<file path="src/rtl/fwb_pkg.sv">
package fwb_pkg;

    // register map of the target processor subsystem
    localparam logic [15:0] A_FW_ID   = 16'h0020;
    localparam logic [15:0] A_UP_CTL  = 16'hC001;
    localparam logic [15:0] A_GLB_SC  = 16'h0000;
    localparam logic [15:0] A_MB_CMD  = 16'h0200;
    localparam logic [15:0] A_MB_CRC  = 16'h0201;
    localparam logic [15:0] A_MB_AHI  = 16'h0202;
    localparam logic [15:0] A_MB_ALO  = 16'h0203;
    localparam logic [15:0] A_MB_DHI  = 16'h0204;
    localparam logic [15:0] A_MB_DLO  = 16'h0205;

    // processor control bits
    localparam logic [15:0] UP_FREEZE = 16'h0001;
    localparam logic [15:0] UP_OVR    = 16'h0040;
    localparam logic [15:0] UP_RST    = 16'h8000;

    // mailbox commands and global control mask
    localparam logic [15:0] MB_CRC_CLR = 16'h1000;
    localparam logic [15:0] MB_EXEC_WR = 16'hC000;
    localparam logic [15:0] SC_CLR_MSK = 16'h8800;

    typedef enum logic [3:0] {
        ST_IDLE, ST_ID_RD, ST_FREEZE, ST_CRC_CLR, ST_ADR_HI, ST_ADR_LO,
        ST_DAT_HI, ST_DAT_LO, ST_EXEC, ST_CRC_RD, ST_SC_RD, ST_SC_WR,
        ST_RST_ON, ST_HOLD, ST_RELEASE
    } boot_state_e;

    typedef struct packed {
        logic        req;
        logic        we;
        logic [15:0] addr;
        logic [15:0] wdata;
    } bus_cmd_t;

    function automatic logic [31:0] seg_base(input logic s);
        return s ? 32'h4000_0000 : 32'h3FFE_0000;
    endfunction

    // CRC-16, poly 0x1021, one 32-bit word, bit 31 first
    function automatic logic [15:0] crc16_word(input logic [15:0] c,
                                                input logic [31:0] w);
        logic [15:0] r;
        logic        fb;
        r = c;
        for (int i = 31; i >= 0; i--) begin
            fb = r[15] ^ w[i];
            r  = {r[14:0], 1'b0} ^ (fb ? 16'h1021 : 16'h0000);
        end
        return r;
    endfunction

endpackage

</file>
<file path="src/rtl/fwb_crc16.sv">
module fwb_crc16 (
    input  logic        clk,
    input  logic        rst,
    input  logic        clr,
    input  logic        upd,
    input  logic [31:0] word,
    output logic [15:0] crc
);
    import fwb_pkg::*;

    always_ff @(posedge clk) begin
        if (rst || clr) crc <= '0;
        else if (upd)   crc <= crc16_word(crc, word);
    end

    AST_CRC_CLEARED: assert property (@(posedge clk) disable iff (rst)
        clr |=> (crc == 16'h0000));

endmodule

</file>
<file path="src/rtl/fwb_hold_timer.sv">
module fwb_hold_timer #(
    parameter int LIM = 20000
) (
    input  logic clk,
    input  logic rst,
    input  logic arm,
    input  logic run,
    output logic expired
);
    localparam int CW = $clog2(LIM + 1);

    logic [CW-1:0] cnt;

    always_ff @(posedge clk) begin
        if (rst || arm)             cnt <= '0;
        else if (run && !expired)   cnt <= cnt + 1'b1;
    end

    assign expired = run && (cnt == CW'(LIM - 1));

    AST_TIMER_LEAVES: assert property (@(posedge clk) disable iff (rst)
        expired |=> !run);

endmodule

</file>
<file path="src/rtl/fw_boot_seq.sv">
module fw_boot_seq #(
    parameter int LEN_W   = 16,
    parameter int CLK_HZ  = 200_000_000,
    parameter int HOLD_US = 100
) (
    input  logic               clk,
    input  logic               rst,
    input  logic               start,
    input  logic [LEN_W-1:0]   seg0_len,
    input  logic [LEN_W-1:0]   seg1_len,
    output logic               src_seg,
    output logic [LEN_W-3:0]   src_idx,
    input  logic [31:0]        src_word,
    output logic               bus_req,
    output logic               bus_we,
    output logic [15:0]        bus_addr,
    output logic [15:0]        bus_wdata,
    input  logic               bus_ack,
    input  logic [15:0]        bus_rdata,
    output logic               done,
    output logic               error
);
    import fwb_pkg::*;

    localparam int IDX_W    = LEN_W - 2;
    localparam int CYC_US   = (CLK_HZ + 999_999) / 1_000_000;
    localparam int HOLD_RAW = CYC_US * HOLD_US;
    localparam int HOLD_CYC = (HOLD_RAW < 1) ? 1 : HOLD_RAW;

    boot_state_e      state;
    bus_cmd_t         cmd;
    logic             seg;
    logic [IDX_W-1:0] idx, n0, n1, cur_n;
    logic [15:0]      sc_val;
    logic [31:0]      base;
    logic [15:0]      crc_val;
    logic             xfer, misaligned, hold_done;
    logic             done_q, err_q;

    assign xfer       = cmd.req && bus_ack;
    assign misaligned = (|seg0_len[1:0]) || (|seg1_len[1:0]);
    assign cur_n      = seg ? n1 : n0;
    assign base       = seg_base(seg);

    // bus command decoded from the current state
    always_comb begin
        cmd = '{req: 1'b0, we: 1'b0, addr: 16'h0000, wdata: 16'h0000};
        case (state)
            ST_ID_RD:   cmd = '{1'b1, 1'b0, A_FW_ID,  16'h0000};
            ST_FREEZE:  cmd = '{1'b1, 1'b1, A_UP_CTL, UP_FREEZE | UP_OVR};
            ST_CRC_CLR: cmd = '{1'b1, 1'b1, A_MB_CMD, MB_CRC_CLR};
            ST_ADR_HI:  cmd = '{1'b1, 1'b1, A_MB_AHI, base[31:16]};
            ST_ADR_LO:  cmd = '{1'b1, 1'b1, A_MB_ALO, base[15:0] & 16'hFFFC};
            ST_DAT_HI:  cmd = '{1'b1, 1'b1, A_MB_DHI, src_word[31:16]};
            ST_DAT_LO:  cmd = '{1'b1, 1'b1, A_MB_DLO, src_word[15:0]};
            ST_EXEC:    cmd = '{1'b1, 1'b1, A_MB_CMD, MB_EXEC_WR};
            ST_CRC_RD:  cmd = '{1'b1, 1'b0, A_MB_CRC, 16'h0000};
            ST_SC_RD:   cmd = '{1'b1, 1'b0, A_GLB_SC, 16'h0000};
            ST_SC_WR:   cmd = '{1'b1, 1'b1, A_GLB_SC, sc_val};
            ST_RST_ON:  cmd = '{1'b1, 1'b1, A_UP_CTL, UP_FREEZE | UP_OVR | UP_RST};
            ST_RELEASE: cmd = '{1'b1, 1'b1, A_UP_CTL, UP_OVR};
            default:    ;
        endcase
    end

    assign bus_req   = cmd.req;
    assign bus_we    = cmd.we;
    assign bus_addr  = cmd.addr;
    assign bus_wdata = cmd.wdata;
    assign src_seg   = seg;
    assign src_idx   = idx;
    assign done      = done_q;
    assign error     = err_q;

    always_ff @(posedge clk) begin
        if (rst) begin
            state  <= ST_IDLE;
            seg    <= 1'b0;
            idx    <= '0;
            n0     <= '0;
            n1     <= '0;
            sc_val <= '0;
            done_q <= 1'b0;
            err_q  <= 1'b0;
        end else begin
            done_q <= 1'b0;
            err_q  <= 1'b0;
            case (state)
                ST_IDLE: if (start) begin
                    if (misaligned) err_q <= 1'b1;
                    else begin
                        n0    <= seg0_len[LEN_W-1:2];
                        n1    <= seg1_len[LEN_W-1:2];
                        seg   <= 1'b0;
                        state <= ST_ID_RD;
                    end
                end
                ST_ID_RD: if (xfer) begin
                    if (bus_rdata != 16'h0000) begin
                        done_q <= 1'b1;
                        state  <= ST_IDLE;
                    end else state <= ST_FREEZE;
                end
                ST_FREEZE:  if (xfer) state <= ST_CRC_CLR;
                ST_CRC_CLR: if (xfer) begin
                    idx   <= '0;
                    state <= ST_ADR_HI;
                end
                ST_ADR_HI:  if (xfer) state <= ST_ADR_LO;
                ST_ADR_LO:  if (xfer) state <= (cur_n == '0) ? ST_CRC_RD : ST_DAT_HI;
                ST_DAT_HI:  if (xfer) state <= ST_DAT_LO;
                ST_DAT_LO:  if (xfer) state <= ST_EXEC;
                ST_EXEC: if (xfer) begin
                    idx   <= idx + 1'b1;
                    state <= ((idx + 1'b1) == cur_n) ? ST_CRC_RD : ST_DAT_HI;
                end
                ST_CRC_RD: if (xfer) begin
                    if (bus_rdata != crc_val) begin
                        err_q <= 1'b1;
                        state <= ST_IDLE;
                    end else if (!seg) begin
                        seg   <= 1'b1;
                        state <= ST_CRC_CLR;
                    end else state <= ST_SC_RD;
                end
                ST_SC_RD: if (xfer) begin
                    sc_val <= bus_rdata & ~SC_CLR_MSK;
                    state  <= ST_SC_WR;
                end
                ST_SC_WR:  if (xfer) state <= ST_RST_ON;
                ST_RST_ON: if (xfer) state <= ST_HOLD;
                ST_HOLD:   if (hold_done) state <= ST_RELEASE;
                ST_RELEASE: if (xfer) begin
                    done_q <= 1'b1;
                    state  <= ST_IDLE;
                end
                default: state <= ST_IDLE;
            endcase
        end
    end

    fwb_crc16 u_crc (
        .clk  (clk),
        .rst  (rst),
        .clr  ((state == ST_CRC_CLR) && xfer),
        .upd  ((state == ST_EXEC) && xfer),
        .word (src_word),
        .crc  (crc_val)
    );

    fwb_hold_timer #(.LIM(HOLD_CYC)) u_hold (
        .clk     (clk),
        .rst     (rst),
        .arm     ((state == ST_RST_ON) && xfer),
        .run     (state == ST_HOLD),
        .expired (hold_done)
    );

    // checker: cycles since the reset-on write was accepted
    localparam int GAP_W = $clog2(HOLD_CYC + 2);
    logic [GAP_W-1:0] gap_cnt;
    always_ff @(posedge clk) begin
        if (rst || ((state == ST_RST_ON) && xfer)) gap_cnt <= '0;
        else if (gap_cnt != '1)                    gap_cnt <= gap_cnt + 1'b1;
    end

    AST_REQ_STABLE: assert property (@(posedge clk) disable iff (rst)
        (bus_req && !bus_ack) |=> (bus_req && $stable(bus_addr) &&
                                   $stable(bus_we) && $stable(bus_wdata)));
    AST_DONE_PULSE: assert property (@(posedge clk) disable iff (rst)
        done |=> !done);
    AST_ERR_PULSE: assert property (@(posedge clk) disable iff (rst)
        error |=> !error);
    AST_NOT_BOTH: assert property (@(posedge clk) disable iff (rst)
        !(done && error));
    AST_ALIGN_REJECT: assert property (@(posedge clk) disable iff (rst)
        ((state == ST_IDLE) && start && misaligned) |=> (error && !bus_req));
    AST_SKIP_LOADED: assert property (@(posedge clk) disable iff (rst)
        ((state == ST_ID_RD) && xfer && (bus_rdata != 16'h0000)) |=> (done && !bus_req));
    AST_CRC_ABORT: assert property (@(posedge clk) disable iff (rst)
        ((state == ST_CRC_RD) && xfer && (bus_rdata != crc_val)) |=> (error && !bus_req));
    AST_HOLD_MIN: assert property (@(posedge clk) disable iff (rst)
        ((state == ST_RELEASE) && bus_req) |-> (gap_cnt >= GAP_W'(HOLD_CYC)));

endmodule

</file>
<file path="config.mk">
export PLATFORM = sky130hd
export DESIGN_NAME = fw_boot_seq
export DESIGN_NICKNAME = d
export VERILOG_FILES = /design/src/rtl/fwb_pkg.sv /design/src/rtl/fwb_crc16.sv /design/src/rtl/fwb_hold_timer.sv /design/src/rtl/fw_boot_seq.sv
export SDC_FILE = /design/constraint.sdc
export NUM_CORES = 1
export LEC_CHECK = 0
export ABC_CLOCK_PERIOD_IN_PS = 3300
export BUFFER_PORTS_ARGS = -buffer_cell sky130_fd_sc_hd__buf_2
export CAP_MARGIN = 0
export CORE_UTILIZATION = 52
export CTS_BUF_LIST = sky130_fd_sc_hd__clkbuf_2 sky130_fd_sc_hd__clkbuf_4 sky130_fd_sc_hd__clkbuf_8
export DETAILED_ROUTE_END_ITERATION = 6
export GPL_TIMING_DRIVEN = 0
export PLACE_DENSITY = 0.8
export RECOVER_POWER = 25
export SYNTH_ARGS = -nofsm -noshare
export SYNTH_HDL_FRONTEND = slang
export SYNTH_SLANG_ARGS = --single-unit
</file>
<file path="constraint.sdc">
create_clock -name clk -period 3.3 [get_ports clk]
set_clock_uncertainty 0.15 [all_clocks]
set_input_delay 0.495 -clock clk [delete_from_list [all_inputs] [get_ports clk]]
set_output_delay 0.495 -clock clk [all_outputs]
set_load 0.01 [all_outputs]
</file>
==> results of run 1 <==
## worst min-delay path: stages
cell     delay [ns]
buf_2          0.09
nand2_1        0.04
a21oi_1        0.05
## per-stage QoR
stage               utilization, %  hold slack (ns)
global placement             61.43           0.2919
floorplan                        -           0.2857
finish                       64.26           0.1738
CTS                          63.78           0.1648
global route                 64.26           0.1719
detailed placement           61.43           0.2982
## state kept, by name (all words and copies together) (netlist names)
register    cells
n1             14
u_crc.crc      16
state           4
n0             14
done            1
u_hold.cnt     15
src_seg         1
error           1
sc_val         14
src_idx        14
## cell type report
class / count / area, µm²
Multi-Input combinational cell: 633 / 4247
Fill cell: 1034 / 4133
Sequential cell: 94 / 1891
Timing Repair Buffer: 130 / 641.9
Buffer: 55 / 256.5
Tap cell: 143 / 178.9
Clock buffer: 10 / 137.6
Clock inverter: 6 / 53.80
Inverter: 7 / 26.28
## cell usage in the layout, fill, tap and decap left out, drive strengths merged, types with 17 or more instances in the layout
master,count
a21oi,81
buf,122
clkbuf,73
dfxtp,94
nand2,134
nand3,33
nor2,68
o21ai,24
xnor2,73
xnor3,17
xor2,41
## power by group through the flow
stage / sequential, µW / combinational (µW) / clock, µW
after floorplan: 1170 / 1250 / 0
after global placement: 1170 / 1500 / 0
after detailed placement: 1170 / 1520 / 0
after CTS: 1150 / 1620 / 774
after global routing: 1150 / 1920 / 817
final: 1150 / 1810 / 768
## cells by family after synthesis
logic type	Yosys count	synth area share, %
other	1	0.05976
multiplexers	16	2.552
buffers and inverters	63	4.367
AO/OA/AOI/OAI	155	14.60
adder cells (fa/ha/maj)	2	0.3987
AND/OR/NAND/NOR	315	22.89
XOR/XNOR	136	25.14
flip-flops	94	29.99
## routing by layer
metal | up-vias | GRT usage, %
met1 | 2904 | 41.14
met4 | 0 | 11.89
met5 | - | 0
met2 | 360 | 44.76
met3 | 42 | 6.478
li1 | 2988 | -
## cell usage after synthesis, types with 6 or more instances
cell,number
nand2_1,134
dfxtp_1,94
a21oi_1,81
nor2_1,68
xnor2_1,68
clkbuf_1,43
xor2_1,38
nand3_1,33
mux2i_1,16
nor3_1,16
nor4_1,16
o21ai_0,16
a22oi_1,15
xnor3_1,12
buf_4,10
o21ai_1,8
a211oi_1,7
a31oi_1,7
inv_1,6
or3_1,6
or4_1,6
## worst paths after layout
kind / startpoint / endpoint / slack (ns) / cells after the start
worst max register to register: u_crc.crc[12] / u_crc.crc[13] / 0.02 / 9
worst min register to register: n0[5] / n0[5] / 0.31 / 2
worst max-delay path: u_crc.crc[12] / u_crc.crc[13] / 0.02 / 9
worst min-delay path: seg0_len[12] / n0[10] / 0.17 / 3
## what timing repair did
item | in CTS | in global routing
setup endpoints to repair | 22 | 25
hold endpoints to repair | 0 | 0
setup buffers | 2 | 4
gates resized for setup | 15 | 22
hold buffers | 0 | 0
pin swaps | 7 | 5
==> run_results.csv, run 1 <==
group,metric,value,unit
run,drv_cap,0,
worst_setup_path,worstPathArrival,3.42,ns
power_and_ir_drop,clockPowerShare,20.6,%
power_and_ir_drop,pwr-share-comb,48.7,%
worst_hold_path,holdCritPathClass,"in -> reg",
yosys,netlist.area_leader.share,29.99,%
yosys,ys_types,57,
routing,met1_length,7.692,mm
finish,fin_nets,1016,
routing,drt_iter0_drc,732,
worst_setup_path,slowest_stage,"xnor3_2",
sta,tightest_slew,0.7095,ns
routing,vias,6294,
die,die_w,111.9,µm
finish,syn_to_final_growth,18.44,%
power_and_ir_drop,total_power,3727,µW
placement,place_ws,-0.4869,ns
yosys,yosysWarnings,0,
finish,drive_above_1_share,19.47,%
yosys,synth_top_area_cell,"dfxtp_1",
yosys,synth-seq-cells,94,
run_status,violations,"DRC",
routing,wl_per_cell,17.22,µm
clock_network,h-tree-depth,3,
routing,antenna_left,0,
clock_network,cts_buffers,9,
die,die_y,111.9,µm
power_and_ir_drop,pwr-share-seq,30.7,%
die,io_pins,135,
placement,dpl_cell_area,7104,µm²
sta,period_minus_slack,3.281,ns
yosys,synth-edff-count,0,
sta,report.final.setup_viol,0,
global_routing,grt_use_total,29.66,%
routing,wl_met2,8.437,mm
worst_setup_path,worst-path-buf-inv,1,
yosys,syn_inst,782,
routing,first_pass_iters,7,
sta,fin_ws,0.01940,ns
worst_setup_path,slowest_delay,0.48,ns
finish,design_area,7432,µm²
routing,drc,8,
sta,timing.fmax,304.8,MHz
power_and_ir_drop,vdd_drop_max,0.3835,mV
sta,setup_tns,0,ns
routing,topRoutingLayerUsed,"met4",
yosys,async_flop_share,0,%
global_routing,grt_first_pass_wirelength,29.15,mm
power_and_ir_drop,cellInternalPower,2349,µW
worst_setup_path,path_max_fanout,3,
worst_setup_path,worstPathRequired,3.44,ns
power_and_ir_drop,power.switching,1378,µW
power_and_ir_drop,swShare,36.98,%
clock_network,cts.sinks,94,
worst_setup_path,path_common_cell,"xnor3_2",
yosys,seq_area_frac_synth,29.99,%
yosys,netlist_area,6275,µm²
worst_setup_path,cp-end-kind,"flop",
clock_network,cts_buffer_depth,2,
placement,place.gp.congestion,0.9647,
placement,placed_cells,1057,
yosys,synth_area_leaders,"dfxtp_1, xnor2_1, nand2_1",
run_status,status,"finished with violations",
global_routing,antenna_found_initial,0,
placement,dpl.hpwl,13.99,mm
worst_setup_path,path_class,"reg -> reg",
sta,hold_viol,0,
placement,portBuffers,124,
global_routing,grt_overflow,0,
sta,fin_crit_sh,99.41,%
yosys,synth_flop_cell,"dfxtp_1",
routing,vias_per_cell,5.839,
sta,slew_violations,0,
power_and_ir_drop,power.leakage,0.002931,µW
global_routing,grt_pass1_vias,5735,
die,core_area,11560,µm²
power_and_ir_drop,powerDensity,501.5,nW/µm²
clock_network,cts_root_buf,"clkbuf_8",
global_routing,grt_max_degree,20,
routing,wl_met3,1.974,mm
die,start_util,54.26,%
worst_setup_path,crit_family,"XOR/XNOR gates",
finish,final_cells,1078,
die,rows,39,
sta,slew_headroom,52.70,%
routing,wirelength,18.56,mm
die,die_area,12510,µm²
worst_setup_path,path_cells,"xor2_2 -> buf_4 -> xnor2_1 -> xnor3_2 -> xnor3_2 -> xnor3_2 -> xnor2_4 -> xnor2_1 -> a211oi_1",
finish,diodes,0,
clock_network,cts_tree,"yes",
clock_network,clkLatencyLatePin,0.40,ns
yosys,syn_area_per_cell,8.024,µm²
worst_setup_path,crit_path_start_kind,"flop",
clock_network,cts.clk_slew.worst_paths,0.10,ns
No activity file was read; power rests on OpenSTA's default activity.
==> inputs of run 2 (changes only) <==
- ABC_CLOCK_PERIOD_IN_PS: 3300 -> not set
- CORE_UTILIZATION: 52 -> 45
- PLACE_DENSITY: 0.8 -> 0.71
- RECOVER_POWER: 25 -> not set
==> run 2 against run 1 <==
Compared with the run above:
- the flow now finishes without violations
- global-route usage fell by 3.4 points
- setup slack improved by 0.12 ns
- final area grew 0.86%
- critical path type unchanged
- largest power group unchanged
==> run_results.csv, run 2 (same netlist as run 1, synthesis figures left out) <==
group,metric,value,unit
finish,seqCellArea,1892,µm²
sta,tightest_slew,0.7139,ns
power_and_ir_drop,powerDensity,482.2,nW/µm²
worst_hold_path,holdCritPathClass,"in -> reg",
routing,drc,0,
clock_network,h-tree-depth,3,
die,start_util,46.83,%
sta,rsz0062_at_grt,"no",
clock_network,cts_tree,"yes",
placement,portBuffers,124,
placement,place.gp.congestion,0.9314,
finish,diodes,0,
sta,hold_viol,0,
clock_network,cts_root_buf,"clkbuf_8",
sta,slew_headroom,52.41,%
run,drv_cap,0,
finish,layout_commonest_cell,"nand2_1",
power_and_ir_drop,swShare,34.81,%
routing,wl_per_cell,16.82,µm
die,io_pins,135,
die,die_area,14420,µm²
power_and_ir_drop,cellInternalPower,2357,µW
sta,fin_crit_sh,95.84,%
sta,timing.fmax,316.2,MHz
routing,first_pass_iters,5,
worst_setup_path,cp-end-kind,"flop",
worst_setup_path,path_common_cell,"xnor3_2",
clock_network,cts_buffer_depth,2,
global_routing,grt_pass1_vias,5518,
die,die_w,120.1,µm
power_and_ir_drop,clockPowerShare,21.8,%
power_and_ir_drop,pwr-share-comb,46.5,%
clock_network,cts.clk_slew.worst_paths,0.10,ns
worst_setup_path,worstPathArrival,3.32,ns
routing,vias,6078,
worst_setup_path,worstPathRequired,3.45,ns
die,core_area,13400,µm²
clock_network,cts.sinks,94,
finish,syn_to_final_growth,19.46,%
placement,dpl.hpwl,14.50,mm
finish,final_cells,1107,
power_and_ir_drop,power.leakage,0.003012,µW
global_routing,grt_overflow,0,
global_routing,grt_first_pass_wirelength,29.19,mm
finish,reg_top3,"u_crc.crc x16, u_hold.cnt x15",
finish,fillerInstances,1304,
routing,antenna_left,0,
global_routing,grt_use_total,26.22,%
sta,slew_violations,0,
global_routing,grt_max_degree,20,
die,rows,42,
routing,vias_per_cell,5.491,
placement,place_ws,-0.3931,ns
worst_setup_path,slowest_delay,0.47,ns
clock_network,clkLatencyLatePin,0.38,ns
sta,report.final.setup_viol,0,
power_and_ir_drop,pwr-share-seq,31.7,%
worst_setup_path,crit_path_start_kind,"flop",
sta,period_minus_slack,3.163,ns
worst_setup_path,path_class,"reg -> reg",
clock_network,cts_hold_buf,0,
power_and_ir_drop,vdd_drop_max,0.3655,mV
worst_setup_path,slowest_stage,"xnor3_2",
worst_setup_path,path_max_fanout,4,
worst_setup_path,path_cells,"xnor3_1 -> xor3_1 -> xnor3_2 -> xnor3_2 -> xnor3_2 -> xor2_4 -> xnor2_1 -> nand2_1 -> a21oi_1",
global_routing,antenna_found_initial,0,
sta,fin_ws,0.1373,ns
placement,placed_cells,1090,
die,die_y,120.1,µm
routing,drt_iter0_drc,575,
power_and_ir_drop,power.switching,1258,µW
clock_network,cts_buffers,9,
finish,layout_common_cells,"nand2_1, buf_2, dfxtp_1",
finish,drive_above_1_share,21.37,%
routing,wirelength,18.62,mm
run_status,status,"finished, final reports clean",
finish,fin_nets,1013,
finish,regMostFlops,"u_crc.crc",
finish,multi_input_area,4268,µm²
finish,largest_register_ff_count,16,
==> run 2: power by group through the flow <==
stage          registers (µW)  logic, µW  clock network, µW
2_1_floorplan            1170       1250                  0
3_3_place_gp             1170       1510                  0
3_5_place_dp             1170       1510                  0
4_1_cts                  1150       1590                794
5_1_grt                  1150       1810                844
6_report                 1150       1680                787
==> run 2: path summary, 6_finish.rpt <==
kind / depth (start not counted) / slack [ns] / start / end
max reg2reg: 9 / 0.14 / u_crc.crc[7] / u_crc.crc[12]
max: 9 / 0.14 / u_crc.crc[7] / u_crc.crc[12]
min: 3 / 0.19 / seg0_len[13] / n0[11]
min reg2reg: 2 / 0.31 / n0[6] / n0[6]
==> run 2: cell type report <==
type,count,area share [%]
inverter,7,0.3505
multi-input combinational,633,56.94
timing repair buffer,127,8.580
tap,176,2.938
sequential,94,25.24
buffer,55,3.405
clock inverter,5,0.8012
clock buffer,10,1.753
==> run 2: metal layers <==
layer	up-vias	share of wire (%)	GRT usage [%]
li1	2973	-	-
met1	2878	47	38.05
met2	210	46	40.70
met3	17	5.9	3.042
met4	0	1.3	7.422
met5	-	0	0
==> run 2: worst max-delay path: cells and delay by family, from the launching register on <==
kind | cells | cell delay (ns)
XOR/XNOR | 7 | 2.29
AO/OA/AOI/OAI | 1 | 0.16
flip-flops | 1 | 0.40
AND/OR/NAND/NOR | 1 | 0.09
==> run 2: metrics by stage <==
stage          TNS, ns  total power [µW]  cell area [µm²]  util, %  hold slack, ns
2_1_floorplan        0              2427             6305        -          0.2857
3_3_place_gp    -2.777              2678             7146    53.32          0.2914
3_5_place_dp    -3.120              2686             7146    53.32          0.2972
4_1_cts              0              3533             7418    55.36          0.1756
5_1_grt              0              3800             7496    55.94          0.1912
6_report             0              3615             7496    55.94          0.1913
==> run 2: what timing repair did <==
action | in CTS | in global routing
gates cloned | 0 | 0
pin swaps | 4 | 6
buffers inserted | 2 | 1
setup endpoints to repair | 20 | 26
resized for setup | 16 | 22
